<file path="config.mk">
export PLATFORM = sky130hd
export DESIGN_NAME = dchain_dma
export DESIGN_NICKNAME = d
export VERILOG_FILES = /design/src/rtl/dchain_pkg.sv /design/src/rtl/dchain_irq.sv /design/src/rtl/dchain_csr.sv /design/src/rtl/dchain_walker.sv /design/src/rtl/dchain_dma.sv
export SDC_FILE = /design/constraint.sdc
export NUM_CORES = 1
export LEC_CHECK = 0
export BUFFER_PORTS_ARGS = -buffer_cell sky130_fd_sc_hd__clkbuf_2
export CAP_MARGIN = 20
export CORE_ASPECT_RATIO = 0.5
export CORE_MARGIN = 8
export CORE_UTILIZATION = 35
export DETAILED_ROUTE_END_ITERATION = 8
export GPL_TIMING_DRIVEN = 0
export PLACE_DENSITY = 0.6
export SLEW_MARGIN = 20
export SYNTH_ARGS = -nofsm -noshare
export SYNTH_HDL_FRONTEND = slang
export SYNTH_SLANG_ARGS = --single-unit
</file>
<file path="constraint.sdc">
create_clock -name clk -period 4.3 [get_ports clk]
set_input_delay 1.29 -clock clk [delete_from_list [all_inputs] [get_ports clk]]
set_output_delay 1.29 -clock clk [all_outputs]
set_load 0.05 [all_outputs]
</file>
<file path="src/rtl/dchain_pkg.sv">
package dchain_pkg;
  localparam int DW        = 32;
  localparam int LEN_W     = 16;
  localparam int STAT_W    = 16;
  localparam int NIRQ      = 3;
  localparam int VALID_BIT = 31;
  localparam int LINK_BIT  = 30;
  localparam int POLL_BIT  = 29;

  localparam int IRQ_FRAME = 0;
  localparam int IRQ_NINV  = 1;
  localparam int IRQ_CHAIN = 2;

  localparam logic [2:0] REG_HEAD = 3'd0;
  localparam logic [2:0] REG_RUN  = 3'd1;
  localparam logic [2:0] REG_GAP  = 3'd2;
  localparam logic [2:0] REG_FLAG = 3'd3;
  localparam logic [2:0] REG_MASK = 3'd4;

  typedef enum logic [2:0] {
    W_IDLE, W_RDREQ, W_RDWAIT, W_MOVE, W_FRAME, W_WSTAT, W_WCTRL, W_GAP
  } walk_state_t;
endpackage

</file>
<file path="src/rtl/dchain_irq.sv">
module dchain_irq
  import dchain_pkg::*;
(
  input  logic            clk,
  input  logic            rst_n,
  input  logic [NIRQ-1:0] ev,
  input  logic [NIRQ-1:0] clr,
  input  logic [NIRQ-1:0] en,
  output logic [NIRQ-1:0] flags,
  output logic            irq
);
  for (genvar i = 0; i < NIRQ; i++) begin : g_flag
    always_ff @(posedge clk or negedge rst_n) begin
      if (!rst_n) flags[i] <= 1'b0;
      else        flags[i] <= ev[i] | (flags[i] & ~clr[i]);
    end
  end

  assign irq = |(flags & en);
endmodule

</file>
<file path="src/rtl/dchain_csr.sv">
module dchain_csr
  import dchain_pkg::*;
#(
  parameter int AW    = 32,
  parameter int GAP_W = 16
) (
  input  logic             clk,
  input  logic             rst_n,
  input  logic             reg_we,
  input  logic [2:0]       reg_addr,
  input  logic [DW-1:0]    reg_wdata,
  output logic [DW-1:0]    reg_rdata,
  input  logic             run_clr,
  input  logic             busy,
  input  logic [NIRQ-1:0]  flags,
  output logic [AW-1:0]    head_ptr,
  output logic             run,
  output logic [GAP_W-1:0] poll_gap,
  output logic [NIRQ-1:0]  irq_en,
  output logic [NIRQ-1:0]  flag_clr
);
  logic wr_head, wr_run, wr_gap, wr_mask;

  always_comb begin
    wr_head  = reg_we && (reg_addr == REG_HEAD);
    wr_run   = reg_we && (reg_addr == REG_RUN);
    wr_gap   = reg_we && (reg_addr == REG_GAP);
    wr_mask  = reg_we && (reg_addr == REG_MASK);
    flag_clr = (reg_we && (reg_addr == REG_FLAG)) ? reg_wdata[NIRQ-1:0] : '0;
  end

  always_ff @(posedge clk or negedge rst_n) begin
    if (!rst_n) begin
      head_ptr <= '0;
      run      <= 1'b0;
      poll_gap <= '0;
      irq_en   <= '0;
    end else begin
      if (wr_head) head_ptr <= reg_wdata[AW-1:0];
      if (wr_gap)  poll_gap <= reg_wdata[GAP_W-1:0];
      if (wr_mask) irq_en   <= reg_wdata[NIRQ-1:0];
      if (wr_run)       run <= reg_wdata[0];
      else if (run_clr) run <= 1'b0;
    end
  end

  always_comb begin
    case (reg_addr)
      REG_HEAD: reg_rdata = DW'(head_ptr);
      REG_RUN:  reg_rdata = DW'({busy, run});
      REG_GAP:  reg_rdata = DW'(poll_gap);
      REG_FLAG: reg_rdata = DW'(flags);
      REG_MASK: reg_rdata = DW'(irq_en);
      default:  reg_rdata = '0;
    endcase
  end
endmodule

</file>
<file path="src/rtl/dchain_walker.sv">
module dchain_walker
  import dchain_pkg::*;
#(
  parameter int AW    = 32,
  parameter int GAP_W = 16
) (
  input  logic              clk,
  input  logic              rst_n,
  input  logic              run,
  input  logic [AW-1:0]     head_ptr,
  input  logic [GAP_W-1:0]  poll_gap,
  output logic              mem_req_valid,
  input  logic              mem_req_ready,
  output logic              mem_req_write,
  output logic [AW-1:0]     mem_req_addr,
  output logic [DW-1:0]     mem_req_wdata,
  input  logic              mem_rsp_valid,
  input  logic [DW-1:0]     mem_rsp_data,
  output logic              fm_start_valid,
  input  logic              fm_start_ready,
  output logic [AW-1:0]     fm_buf_ptr,
  output logic [LEN_W-1:0]  fm_len,
  input  logic              fm_done_valid,
  output logic              fm_done_ready,
  input  logic [STAT_W-1:0] fm_done_status,
  output logic [NIRQ-1:0]   ev,
  output logic              busy
);
  localparam logic [AW-1:0] OFS_STAT = AW'(12);

  walk_state_t       state;
  logic [AW-1:0]     base_q;
  logic [1:0]        widx_q;
  logic [DW-1:0]     ctrl_q;
  logic [AW-1:0]     buf_q;
  logic [AW-1:0]     link_q;
  logic [STAT_W-1:0] stat_q;
  logic              first_q;
  logic              poll_link_q;
  logic [GAP_W-1:0]  gap_cnt;

  logic rsp_w0, inv_seen, poll_now, wctrl_acc;

  always_comb begin
    rsp_w0    = (state == W_RDWAIT) && mem_rsp_valid && (widx_q == 2'd0);
    inv_seen  = rsp_w0 && !mem_rsp_data[VALID_BIT];
    poll_now  = first_q ? mem_rsp_data[POLL_BIT] : poll_link_q;
    wctrl_acc = (state == W_WCTRL) && mem_req_ready;
    ev            = '0;
    ev[IRQ_FRAME] = wctrl_acc;
    ev[IRQ_NINV]  = inv_seen;
    ev[IRQ_CHAIN] = (inv_seen && !poll_now) || (wctrl_acc && !ctrl_q[LINK_BIT]);
  end

  always_comb begin
    mem_req_valid = (state == W_RDREQ) || (state == W_WSTAT) || (state == W_WCTRL);
    mem_req_write = (state == W_WSTAT) || (state == W_WCTRL);
    case (state)
      W_WSTAT: mem_req_addr = base_q + OFS_STAT;
      W_WCTRL: mem_req_addr = base_q;
      default: mem_req_addr = base_q + AW'({widx_q, 2'b00});
    endcase
    if (state == W_WSTAT) mem_req_wdata = DW'(stat_q);
    else begin
      mem_req_wdata            = ctrl_q;
      mem_req_wdata[VALID_BIT] = 1'b0;
    end
    fm_start_valid = (state == W_MOVE);
    fm_done_ready  = (state == W_FRAME);
    fm_buf_ptr     = buf_q;
    fm_len         = ctrl_q[LEN_W-1:0];
    busy           = (state != W_IDLE);
  end

  always_ff @(posedge clk or negedge rst_n) begin
    if (!rst_n) begin
      state       <= W_IDLE;
      base_q      <= '0;
      widx_q      <= '0;
      ctrl_q      <= '0;
      buf_q       <= '0;
      link_q      <= '0;
      stat_q      <= '0;
      first_q     <= 1'b0;
      poll_link_q <= 1'b0;
      gap_cnt     <= '0;
    end else begin
      case (state)
        W_IDLE: if (run) begin
          base_q  <= head_ptr;
          widx_q  <= 2'd0;
          first_q <= 1'b1;
          state   <= W_RDREQ;
        end
        W_RDREQ: if (mem_req_ready) state <= W_RDWAIT;
        W_RDWAIT: if (mem_rsp_valid) begin
          case (widx_q)
            2'd0: begin
              if (mem_rsp_data[VALID_BIT]) begin
                ctrl_q <= mem_rsp_data;
                widx_q <= 2'd1;
                state  <= W_RDREQ;
              end else if (poll_now) begin
                gap_cnt <= poll_gap;
                state   <= W_GAP;
              end else begin
                state <= W_IDLE;
              end
            end
            2'd1: begin
              buf_q  <= mem_rsp_data[AW-1:0];
              widx_q <= 2'd2;
              state  <= W_RDREQ;
            end
            default: begin
              link_q <= mem_rsp_data[AW-1:0];
              state  <= W_MOVE;
            end
          endcase
        end
        W_MOVE:  if (fm_start_ready) state <= W_FRAME;
        W_FRAME: if (fm_done_valid) begin
          stat_q <= fm_done_status;
          state  <= W_WSTAT;
        end
        W_WSTAT: if (mem_req_ready) state <= W_WCTRL;
        W_WCTRL: if (mem_req_ready) begin
          if (ctrl_q[LINK_BIT]) begin
            base_q      <= link_q;
            widx_q      <= 2'd0;
            first_q     <= 1'b0;
            poll_link_q <= ctrl_q[POLL_BIT];
            state       <= W_RDREQ;
          end else begin
            state <= W_IDLE;
          end
        end
        W_GAP: begin
          if (gap_cnt == '0) begin
            widx_q <= 2'd0;
            state  <= W_RDREQ;
          end else begin
            gap_cnt <= gap_cnt - 1'b1;
          end
        end
        default: state <= W_IDLE;
      endcase
    end
  end
endmodule

</file>
<file path="src/rtl/dchain_dma.sv">
module dchain_dma
  import dchain_pkg::*;
#(
  parameter int AW    = 32,
  parameter int GAP_W = 16
) (
  input  logic              clk,
  input  logic              rst_n,
  input  logic              reg_we,
  input  logic [2:0]        reg_addr,
  input  logic [31:0]       reg_wdata,
  output logic [31:0]       reg_rdata,
  output logic              mem_req_valid,
  input  logic              mem_req_ready,
  output logic              mem_req_write,
  output logic [AW-1:0]     mem_req_addr,
  output logic [31:0]       mem_req_wdata,
  input  logic              mem_rsp_valid,
  input  logic [31:0]       mem_rsp_data,
  output logic              fm_start_valid,
  input  logic              fm_start_ready,
  output logic [AW-1:0]     fm_buf_ptr,
  output logic [15:0]       fm_len,
  input  logic              fm_done_valid,
  output logic              fm_done_ready,
  input  logic [15:0]       fm_done_status,
  output logic              irq
);
  logic [AW-1:0]    head_ptr;
  logic             run;
  logic [GAP_W-1:0] poll_gap;
  logic [NIRQ-1:0]  irq_en;
  logic [NIRQ-1:0]  flag_clr;
  logic [NIRQ-1:0]  flags;
  logic [NIRQ-1:0]  ev;
  logic             busy;

  dchain_csr #(.AW(AW), .GAP_W(GAP_W)) u_csr (
    .clk, .rst_n, .reg_we, .reg_addr, .reg_wdata, .reg_rdata,
    .run_clr(ev[IRQ_CHAIN]), .busy, .flags,
    .head_ptr, .run, .poll_gap, .irq_en, .flag_clr
  );

  dchain_walker #(.AW(AW), .GAP_W(GAP_W)) u_walk (
    .clk, .rst_n, .run, .head_ptr, .poll_gap,
    .mem_req_valid, .mem_req_ready, .mem_req_write, .mem_req_addr, .mem_req_wdata,
    .mem_rsp_valid, .mem_rsp_data,
    .fm_start_valid, .fm_start_ready, .fm_buf_ptr, .fm_len,
    .fm_done_valid, .fm_done_ready, .fm_done_status,
    .ev, .busy
  );

  dchain_irq u_irq (
    .clk, .rst_n, .ev, .clr(flag_clr), .en(irq_en), .flags, .irq
  );
endmodule

</file>
==> results by group, run 1 <==
Status
  – Status: complete, no violations

STA
  – Crit path time final: between 4 and 5 ns
  – Final number of setup-violating endpoints: 0
  – Max Freq: 242 MHz
  – Clk_skew: 0.00895 ns
  – RSZ-0062 raised after global routing: no
  – Relative max-transition margin: 0.404
  – Period utilization: 0.962
  – Final hold violation count: 0
  – Tightest Pin Transition: 0.894 ns
  – Setup_tns: 0 ns
  – Slew Viols, Final: 0

GRT
  – Wire length of the first global-routing pass: between 50000 and 60000 um
  – Number of antenna violations at the first check in global routing: 0
  – Via count of the first global-routing pass: between 8000 and 9000
  – Grt ovf: 0
  – Largest net degree at the start of global routing: 87
  – GRT Total Usage: 0.173

Synthesis
  – Post-synthesis sequential element count: 221
  – Number of different library cells in the post-synthesis netlist: 56
  – Syn nets: roughly 1100
  – Most common cell in the netlist: sky130_fd_sc_hd__dfrtp_1
  – Post-synth top flop: sky130_fd_sc_hd__dfrtp_1
  – Most area-hungry cell type in the Yosys netlist: sky130_fd_sc_hd__dfrtp_1
  – Top cells by area in the synthesized netlist: sky130_fd_sc_hd__dfrtp_1 52%, sky130_fd_sc_hd__mux2_2 19%, sky130_fd_sc_hd__nand2_1 3.5%
  – EDFF count, synth: 0
  – Most common library cells after synthesis: 221 x sky130_fd_sc_hd__dfrtp_1, 177 x sky130_fd_sc_hd__mux2_2, 100 x sky130_fd_sc_hd__nand2_1
  – Gate Count Post-Synth: 959
  – Number of warning messages in the yosys log: 0
  – Combined area of all synthesized cells: roughly 11000 um2
  – Fraction of post-synthesis cell area in the top cell type by area: 0.517
  – Sequential fraction of the synthesis area: 0.517
  – Synth async-reset ratio: 1.00
  – Mean post-synth cell area: 11.1 um2

CTS
  – Number of H-tree levels: 1
  – Quantity of hold-fixing buffers added after cts: 0
  – Number of clock sinks: approximately 220
  – Worst-case clock buffer depth: 3
  – Cts bufs inserted: 22
  – Clk_lat worst skew: approximately 0.52 ns
  – Clock root cell: sky130_fd_sc_hd__clkbuf_16
  – Clock tree from TritonCTS: yes
  – Clock transition time at the flip-flop clock pins of the worst setup and hold paths: 0.06 ns

Finish
  – Count of inserted antenna diode cells: 0
  – Filler instances: 2841
  – Relative area change from synthesis to final layout: 27.7%
  – Utilization of the core after routing: 0.453
  – Number of nets at the end of the flow: roughly 1300
  – Fraction of layout cells with a size suffix above 1: 0.449

Placed design
  – Buffers on Ports: between 200 and 250
  – Final GP Congestion: approximately 0.9
  – HPWL after detailed placement: around 25000 um

Pwr
  – Leak: 6.46 nW
  – Worst VDD drop: approximately 0.53 mV
  – Pwr/cell area: a little over 800 nW/um2

Routing
  – Final antenna-violating net count: 0
  – Via density per instance: 5.17
  – Number of design rule violations left after detail routing: 0
  – Number of violations reported at the end of detailed-routing iteration 0: 667
  – Detailed-router iteration count before antenna repair: 5
  – Total wire length: about 33000 um
  – Routed len/inst: between 15 and 20 um
  – Via count: ~8500

Floorplan
  – Standard-cell rows: between 40 and 50
  – Area of the core: 30200 um2
  – Die Span X: 263 um
  – Top Ports: around 240
  – Initial core utilization: 0.354
  – Height of the chip: approximately 140 um
  – Floorplan die area: 36700 um2

Setup path
  – Slowest library cell on the worst path: sky130_fd_sc_hd__or3_4
  – Worst-path fanout max: 9
  – Crit-path cells: inv_4, or3_4, nand2b_4, ha_1, a21o_1, and2_4, and4_4, xor2_1, clkbuf_4
  – Path type of the worst setup path: flop to output pin
  – Worst EP required: 3.01 ns
  – Sort of element at the end of the critical path: output pin
  – Critical path buffers and inverters: 2
  – Critical path's top delay family: simple AND/OR/NAND/NOR gates
  – Data arrival, critical path: 2.85 ns
  – Delay contributed by the slowest stage of the critical path: 0.44 ns
  – Kind of start point of the critical path: flop

Worst hold path
  – Worst Hold Class: flop to flop

Flow run
  – Total of max-cap violations: 0
==> sequential cells by signal, summed over array words and instances, names as in the netlist, 16 cells and up <==
signal             count
u_walk.stat_q         16
u_csr.head_ptr        32
u_walk.fm_buf_ptr     32
u_walk.ctrl_q         31
u_csr.poll_gap        16
u_walk.base_q         32
u_walk.gap_cnt        16
u_walk.link_q         32
==> final timing paths <==
check / slack [ns] / from / cells past startpoint / to
worst max-delay path: 0.16 / u_walk.state[2]$_DFFE_PN0P_ / 9 / mem_req_addr[21]
min in group asynchronous: 0.84 / rst_n / 1 / u_walk.fm_buf_ptr[23]$_DFFE_PN0P_
worst min-delay path: 0.48 / u_walk.ctrl_q[19]$_DFFE_PN0P_ / 1 / u_walk.ctrl_q[19]$_DFFE_PN0P_
worst max register to register: 1.81 / u_walk.state[2]$_DFFE_PN0P_ / 6 / u_walk.ctrl_q[14]$_DFFE_PN0P_
worst min register to register: 0.48 / u_walk.ctrl_q[19]$_DFFE_PN0P_ / 1 / u_walk.ctrl_q[19]$_DFFE_PN0P_
max in group asynchronous: 2.65 / rst_n / 2 / u_walk.gap_cnt[8]$_DFFE_PN0P_
==> cell type report <==
cell class                 count  area [um2]  area share
clock inverter                10         165      0.0121
sequential                   221        5530       0.405
tap                          399         499      0.0366
buffer                        73         384      0.0281
clock buffer                  29         617      0.0452
multi-input combinational    650        4990       0.366
inverter                      12        50.0     0.00366
timing repair buffer         246        1420       0.104
==> cell usage in the layout, fill, tap and decap left out, drive strengths merged, types with 5 or more instances in the layout <==
master / synthesis / final
a21oi: 24 / 24
a31oi: 37 / 37
clkbuf: 32 / 291
dfrtp: 221 / 221
or3: 7 / 7
and3: 9 / 9
nand4: 10 / 10
and2: 35 / 35
xor2: 13 / 13
xnor2: 15 / 15
mux2: 179 / 179
mux2i: 5 / 5
o21ai: 15 / 15
a22o: 16 / 16
nand3: 25 / 25
nand2: 100 / 100
inv: 12 / 12
nor3: 21 / 21
buf: 44 / 57
clkinv: 0 / 6
nor2: 77 / 77
==> timing repair <==
| action | CTS | global route |
|---|---|---|
| hold endpoints to repair | 0 | 0 |
| endpoints found under the setup margin | 47 | 33 |
| cloned | 0 | 0 |
| buffers inserted | 9 | 0 |
| pin swaps | 10 | 5 |
| gates resized for setup | 68 | 15 |
==> cell families after synthesis <==
family                     synth area share
and+or+nand+nor                       0.135
DFF                                   0.517
muxes                                 0.193
AOI/OAI and AO/OA                    0.0848
buffers and inverters                0.0400
xor gates and xnor gates             0.0229
adders and majority gates           0.00655
other                              0.000351
==> through the flow <==
stage	power, mW	hold slack, ns	cells	area, um2	setup WS [ns]
after floorplan	7.39	0.449	959	10800	0.0249
after global placement	8.71	0.463	1593	12500	-2.50
after detailed placement	8.82	0.471	1595	12600	-0.928
after CTS	11.2	0.485	1641	13700	0.00184
after global routing	11.7	0.492	1640	13700	0.0278
final	11.1	0.480	1640	13700	0.161
==> metal layers <==
layer	track usage	share of wire	up-vias
li1	-	-	3895
met1	0.213	0.41	4302
met2	0.315	0.52	227
met3	0.0230	0.037	52
met4	0.0490	0.027	0
met5	0	0	-
==> where the power goes <==
part           leakage (nW)  internal (mW)  switching, mW  total (mW)
registers              2.73           2.80          0.666        3.46
clock network         0.387           1.25          0.828        2.08
logic                  3.34           1.79           3.75        5.55
total                  6.46           5.84           5.25        11.1
No activity file was read; power rests on OpenSTA's default activity.
==> inputs of run 2 (changes only) <==
--- a/config.mk
+++ b/config.mk
@@ -16,4 +16,5 @@
 export SLEW_MARGIN = 20
 export SYNTH_ARGS = -nofsm -noshare
 export SYNTH_HDL_FRONTEND = slang
+export SYNTH_HIERARCHICAL = 1
 export SYNTH_SLANG_ARGS = --single-unit
==> run 2 against run 1 <==
Area after synthesis increased by 1.7%; combinational power increased by 13%; global-route usage increased by 0.64 points; clock power about the same; via count increased by 0.66%; critical path type unchanged; final cell count increased by 1.8%; worst setup slack got worse by 0.039 ns; critical endpoint is now mem_req_addr[20]; largest power group unchanged; critical path depth unchanged; largest cell class unchanged.
==> results by group, run 2 <==
STA
  – Period utilization: 0.972 (+0.00907)
  – Final hold violation count: 0 (unchanged)
  – Max Freq: 239 MHz (-0.93%)
  – Tightest Pin Transition: 0.919 ns (+0.0250 ns)
  – Crit path time final: 4.18 ns (+0.0390 ns)
  – RSZ-0062 raised after global routing: no
  – Final number of setup-violating endpoints: 0 (unchanged)
  – Slew Viols, Final: 0 (unchanged)
  – Clk_skew: 0.0202 ns (+0.0113 ns)
  – Relative max-transition margin: 0.387 (-0.0167)

Routing
  – Met3 WL post-DR: 1250 um (+4.4%)
  – Routed len/inst: 20.6 um (+3.3%)
  – Number of violations reported at the end of detailed-routing iteration 0: 534 (-20%)
  – Via density per instance: 5.11 (-1.1%)
  – Via count: 8532 (+0.66%)
  – Total wire length: 34400 um (+5.1%)
  – Number of design rule violations left after detail routing: 0 (unchanged)
  – Final antenna-violating net count: 0 (unchanged)
  – Length of routed wiring on met1: 14500 um (+6.9%)
  – Total met2 wirelength after detailed routing: 17700 um (+3.3%)
  – Top metal layer carrying routed signals: met4
  – Detailed-router iteration count before antenna repair: 5 (unchanged)

Placed design
  – HPWL after detailed placement: 26400 um (+4.6%)
  – Post-Place Cells: 1619 (+1.5%)
  – Cell area after placement: 12700 um2 (+0.99%)
  – Buffers on Ports: 234 (-0.43%)
  – Final GP Congestion: 0.875 (-1.2%)

Setup path
  – Critical path's top delay family: buffers and inverters
  – Data arrival, critical path: 2.89 ns (+0.04 ns)
  – R2R cell count: 6 (unchanged)
  – Critical path buffers and inverters: 5 (+3)
  – Start of the worst register-to-register path: u_walk/state[2]$_DFFE_PN0P_
  – Slowest library cell on the worst path: sky130_fd_sc_hd__dfrtp_1
  – Capture instance of the worst register-to-register path: u_walk/ctrl_q[22]$_DFFE_PN0P_
  – Sort of element at the end of the critical path: output pin
  – Worst EP required: 3.01 ns (about the same)
  – Worst-path fanout max: 10 (+1)
  – Delay contributed by the slowest stage of the critical path: 0.37 ns (-0.07 ns)
  – Kind of start point of the critical path: flop
  – Crit-path cells: buf_6, buf_4, and3b_1, clkbuf_1, clkbuf_2, nor2_1, nand4_1, xnor2_1, clkbuf_2
  – Cell repeated most along the worst path: sky130_fd_sc_hd__clkbuf_2
  – Path type of the worst setup path: flop to output pin
  – Setup slack, reg-to-reg: 1.53 ns (-0.28 ns)

Synthesis
  – Most common cell in the netlist: sky130_fd_sc_hd__dfrtp_1
  – Syn nets: 1055 (+0.095%)
  – Post-synthesis sequential element count: 221 (unchanged)
  – Parity-gate share of the synthesized area counting xor and xnor cells: 0.0226 (-0.000383)
  – Fraction of post-synthesis cell area in the top cell type by area: 0.509 (-0.00863)
  – Top cells by area in the synthesized netlist: sky130_fd_sc_hd__dfrtp_1 51%, sky130_fd_sc_hd__mux2_2 19%, sky130_fd_sc_hd__nand2_1 3.6%
  – Combinational family with the most area after synthesis: multiplexers
  – Number of different library cells in the post-synthesis netlist: 69 (+23%)
  – Most common library cells after synthesis: 221 x sky130_fd_sc_hd__dfrtp_1, 180 x sky130_fd_sc_hd__mux2_2, 104 x sky130_fd_sc_hd__nand2_1
  – Proportion of synthesized area in mux cells: 0.192 (-0.00115)
  – EDFF count, synth: 0 (unchanged)
  – Post-synth top flop: sky130_fd_sc_hd__dfrtp_1
  – Simple-Gate Fraction of Synth Area: 0.143 (+0.00788)
  – Mean post-synth cell area: 11.3 um2 (+1.6%)
  – Most area-hungry cell type in the Yosys netlist: sky130_fd_sc_hd__dfrtp_1
  – Adder and majority gate portion of the synthesized area: 0.00644 (-0.000109)
  – Combined area of all synthesized cells: 10900 um2 (+1.7%)
  – Synth async-reset ratio: 1.00 (unchanged)
  – Gate Count Post-Synth: 960 (+0.10%)
  – Number of warning messages in the yosys log: 6 (+6)
  – Fraction of the mapped netlist area in compound gates: 0.0804 (-0.00441)
  – Sequential fraction of the synthesis area: 0.509 (-0.00863)

Pwr
  – Leak: 6.41 nW (-0.78%)
  – Pwr/cell area: 872 nW/um2 (+7.3%)
  – Worst VDD drop: 0.426 mV (-20%)

Worst hold path
  – Worst Hold Class: flop to flop
  – Number of stages on the worst hold path: 1 (unchanged)
  – Worst hold start: u_walk/ctrl_q[27]$_DFFE_PN0P_
  – Endpoint, Worst Hold: u_walk/ctrl_q[27]$_DFFE_PN0P_

Floorplan
  – Height of the chip: 141 um (+0.75%)
  – Die Span X: 265 um (+0.79%)
  – Top Ports: 239 (unchanged)
  – Area of the core: 30500 um2 (+0.93%)
  – Standard-cell rows: 45 (unchanged)
  – Initial core utilization: 0.357 (+0.00268)
  – Floorplan die area: 37300 um2 (+1.5%)

Finish
  – Number of nets at the end of the flow: 1323 (+0.15%)
  – Commonest non-fill, non-tap cell in the layout: sky130_fd_sc_hd__dfrtp_1
  – Non-filler cells in the finished layout: 1669 (+1.8%)
  – Fraction of layout cells with a size suffix above 1: 0.441 (-0.00751)
  – Final non-filler cell area: 13800 um2 (+0.73%)
  – Commonest cells after routing, fill and taps aside: 220 x sky130_fd_sc_hd__dfrtp_1, 216 x sky130_fd_sc_hd__clkbuf_2, 180 x sky130_fd_sc_hd__mux2_2
  – Relative area change from synthesis to final layout: 26.5%

CTS
  – Clock transition time at the flip-flop clock pins of the worst setup and hold paths: 0.07 ns (about the same)
  – Number of clock sinks: 221 (unchanged)
  – Worst-case clock buffer depth: 3 (unchanged)
  – Cts bufs inserted: 23 (+4.5%)
  – Clk_lat worst skew: 0.52 ns (about the same)
  – Clock root cell: sky130_fd_sc_hd__clkbuf_16
  – Number of H-tree levels: 1 (unchanged)
  – Clock tree from TritonCTS: yes

GRT
  – GRT Total Usage: 0.179 (+0.00639)
  – Wire length of the first global-routing pass: 53200 um (+3.2%)
  – Via count of the first global-routing pass: 8962 (+0.056%)
  – Number of antenna violations at the first check in global routing: 0 (unchanged)
  – Grt ovf: 0 (unchanged)
  – Largest net degree at the start of global routing: 88 (+1.1%)

Flow run
  – Total of max-cap violations: 0 (unchanged)

Status
  – Status: complete, no violations
## run 2: cell count changes after synthesis, moves of 9 or more
| cell | delta |
|---|---|
| sky130_fd_sc_hd__o21ai_0 | -14 |
| sky130_fd_sc_hd__xor2_1 | -11 |
| sky130_fd_sc_hd__nor4_1 | +9 |
| sky130_fd_sc_hd__buf_2 | -10 |
| sky130_fd_sc_hd__nor2_1 | -20 |
| sky130_fd_sc_hd__xnor2_1 | +11 |
## run 2: how the worst max path moves through the flow
stage	to	slack, ns	depth (start not counted)	from
global placement	u_walk/gap_cnt[12]$_DFFE_PN0P_	-2.51	1	rst_n
floorplan	mem_req_addr[14]	0.03	11	u_walk/state[2]$_DFFE_PN0P_
CTS	mem_req_addr[11]	-0.02	11	u_walk/state[2]$_DFFE_PN0P_
finish	mem_req_addr[20]	0.12	9	u_walk/state[2]$_DFFE_PN0P_
global route	mem_req_addr[3]	0.03	9	u_walk/state[2]$_DFFE_PN0P_
detailed placement	mem_req_addr[30]	-0.81	12	u_walk/state[2]$_DFFE_PN0P_
## run 2: where the power goes
| group | total [mW] | switching (mW) | leakage [nW] | internal, mW |
|---|---|---|---|---|
| Combinational | 6.25 | 4.22 | 3.34 | 2.03 |
| Sequential | 3.65 | 0.721 | 2.68 | 2.93 |
| Clock | 2.09 | 0.857 | 0.390 | 1.24 |
## run 2: stage by stage
| stage | power [mW] | worst slack (ns) | hold WS (ns) | TNS [ns] | utilization |
|---|---|---|---|---|---|
| finish | 12.0 | 0.122 | 0.502 | 0 | 0.452 |
| global route | 12.6 | 0.0329 | 0.518 | 0 | 0.452 |
| CTS | 12.0 | -0.0183 | 0.500 | -0.0399 | 0.451 |
| detailed placement | 9.65 | -0.810 | 0.486 | -16.27 | 0.416 |
| global placement | 9.53 | -2.51 | 0.481 | -566.24 | 0.414 |
| floorplan | 8.02 | 0.0312 | 0.471 | 0 | - |
## run 2: logic make-up after synthesis
family	Yosys count
AOI/OAI and AO/OA	121
xor gates and xnor gates	28
adders and majority gates	5
buffers and inverters	95
DFF	221
muxes	186
other	1
and+or+nand+nor	303
## run 2: layout make-up
cell class	count	area, um2
fillers	2901	16700
flip-flops and latches	221	5530
multi-input cells	644	5000
repair buffers	246	1390
clock buffers	29	638
well taps	423	529
plain buffers	75	462
clock inverters	12	145
inverters	17	63.8
diodes	2	5.00
## run 2: worst register-to-register path: stages, from the launching register on
cell                       delay (ns)
sky130_fd_sc_hd__dfrtp_1         0.37
sky130_fd_sc_hd__buf_6           0.12
sky130_fd_sc_hd__buf_4           0.14
sky130_fd_sc_hd__nand2b_1        0.20
sky130_fd_sc_hd__o221ai_1        0.76
sky130_fd_sc_hd__clkbuf_1        0.62
sky130_fd_sc_hd__mux2_2          0.42
## run 2: repair_timing
item                       CTS  global route
hold buffers                 0             0
setup endpoints to repair   32            24
setup buffers                8             2
pin swaps                    8             6
resized for setup           56            17
## run 2: layer usage
metal / vias to the layer above / GRT usage
met3: 62 / 0.0219
met5: - / 0
li1: 3950 / -
met4: 0 / 0.0539
met2: 215 / 0.319
met1: 4305 / 0.226
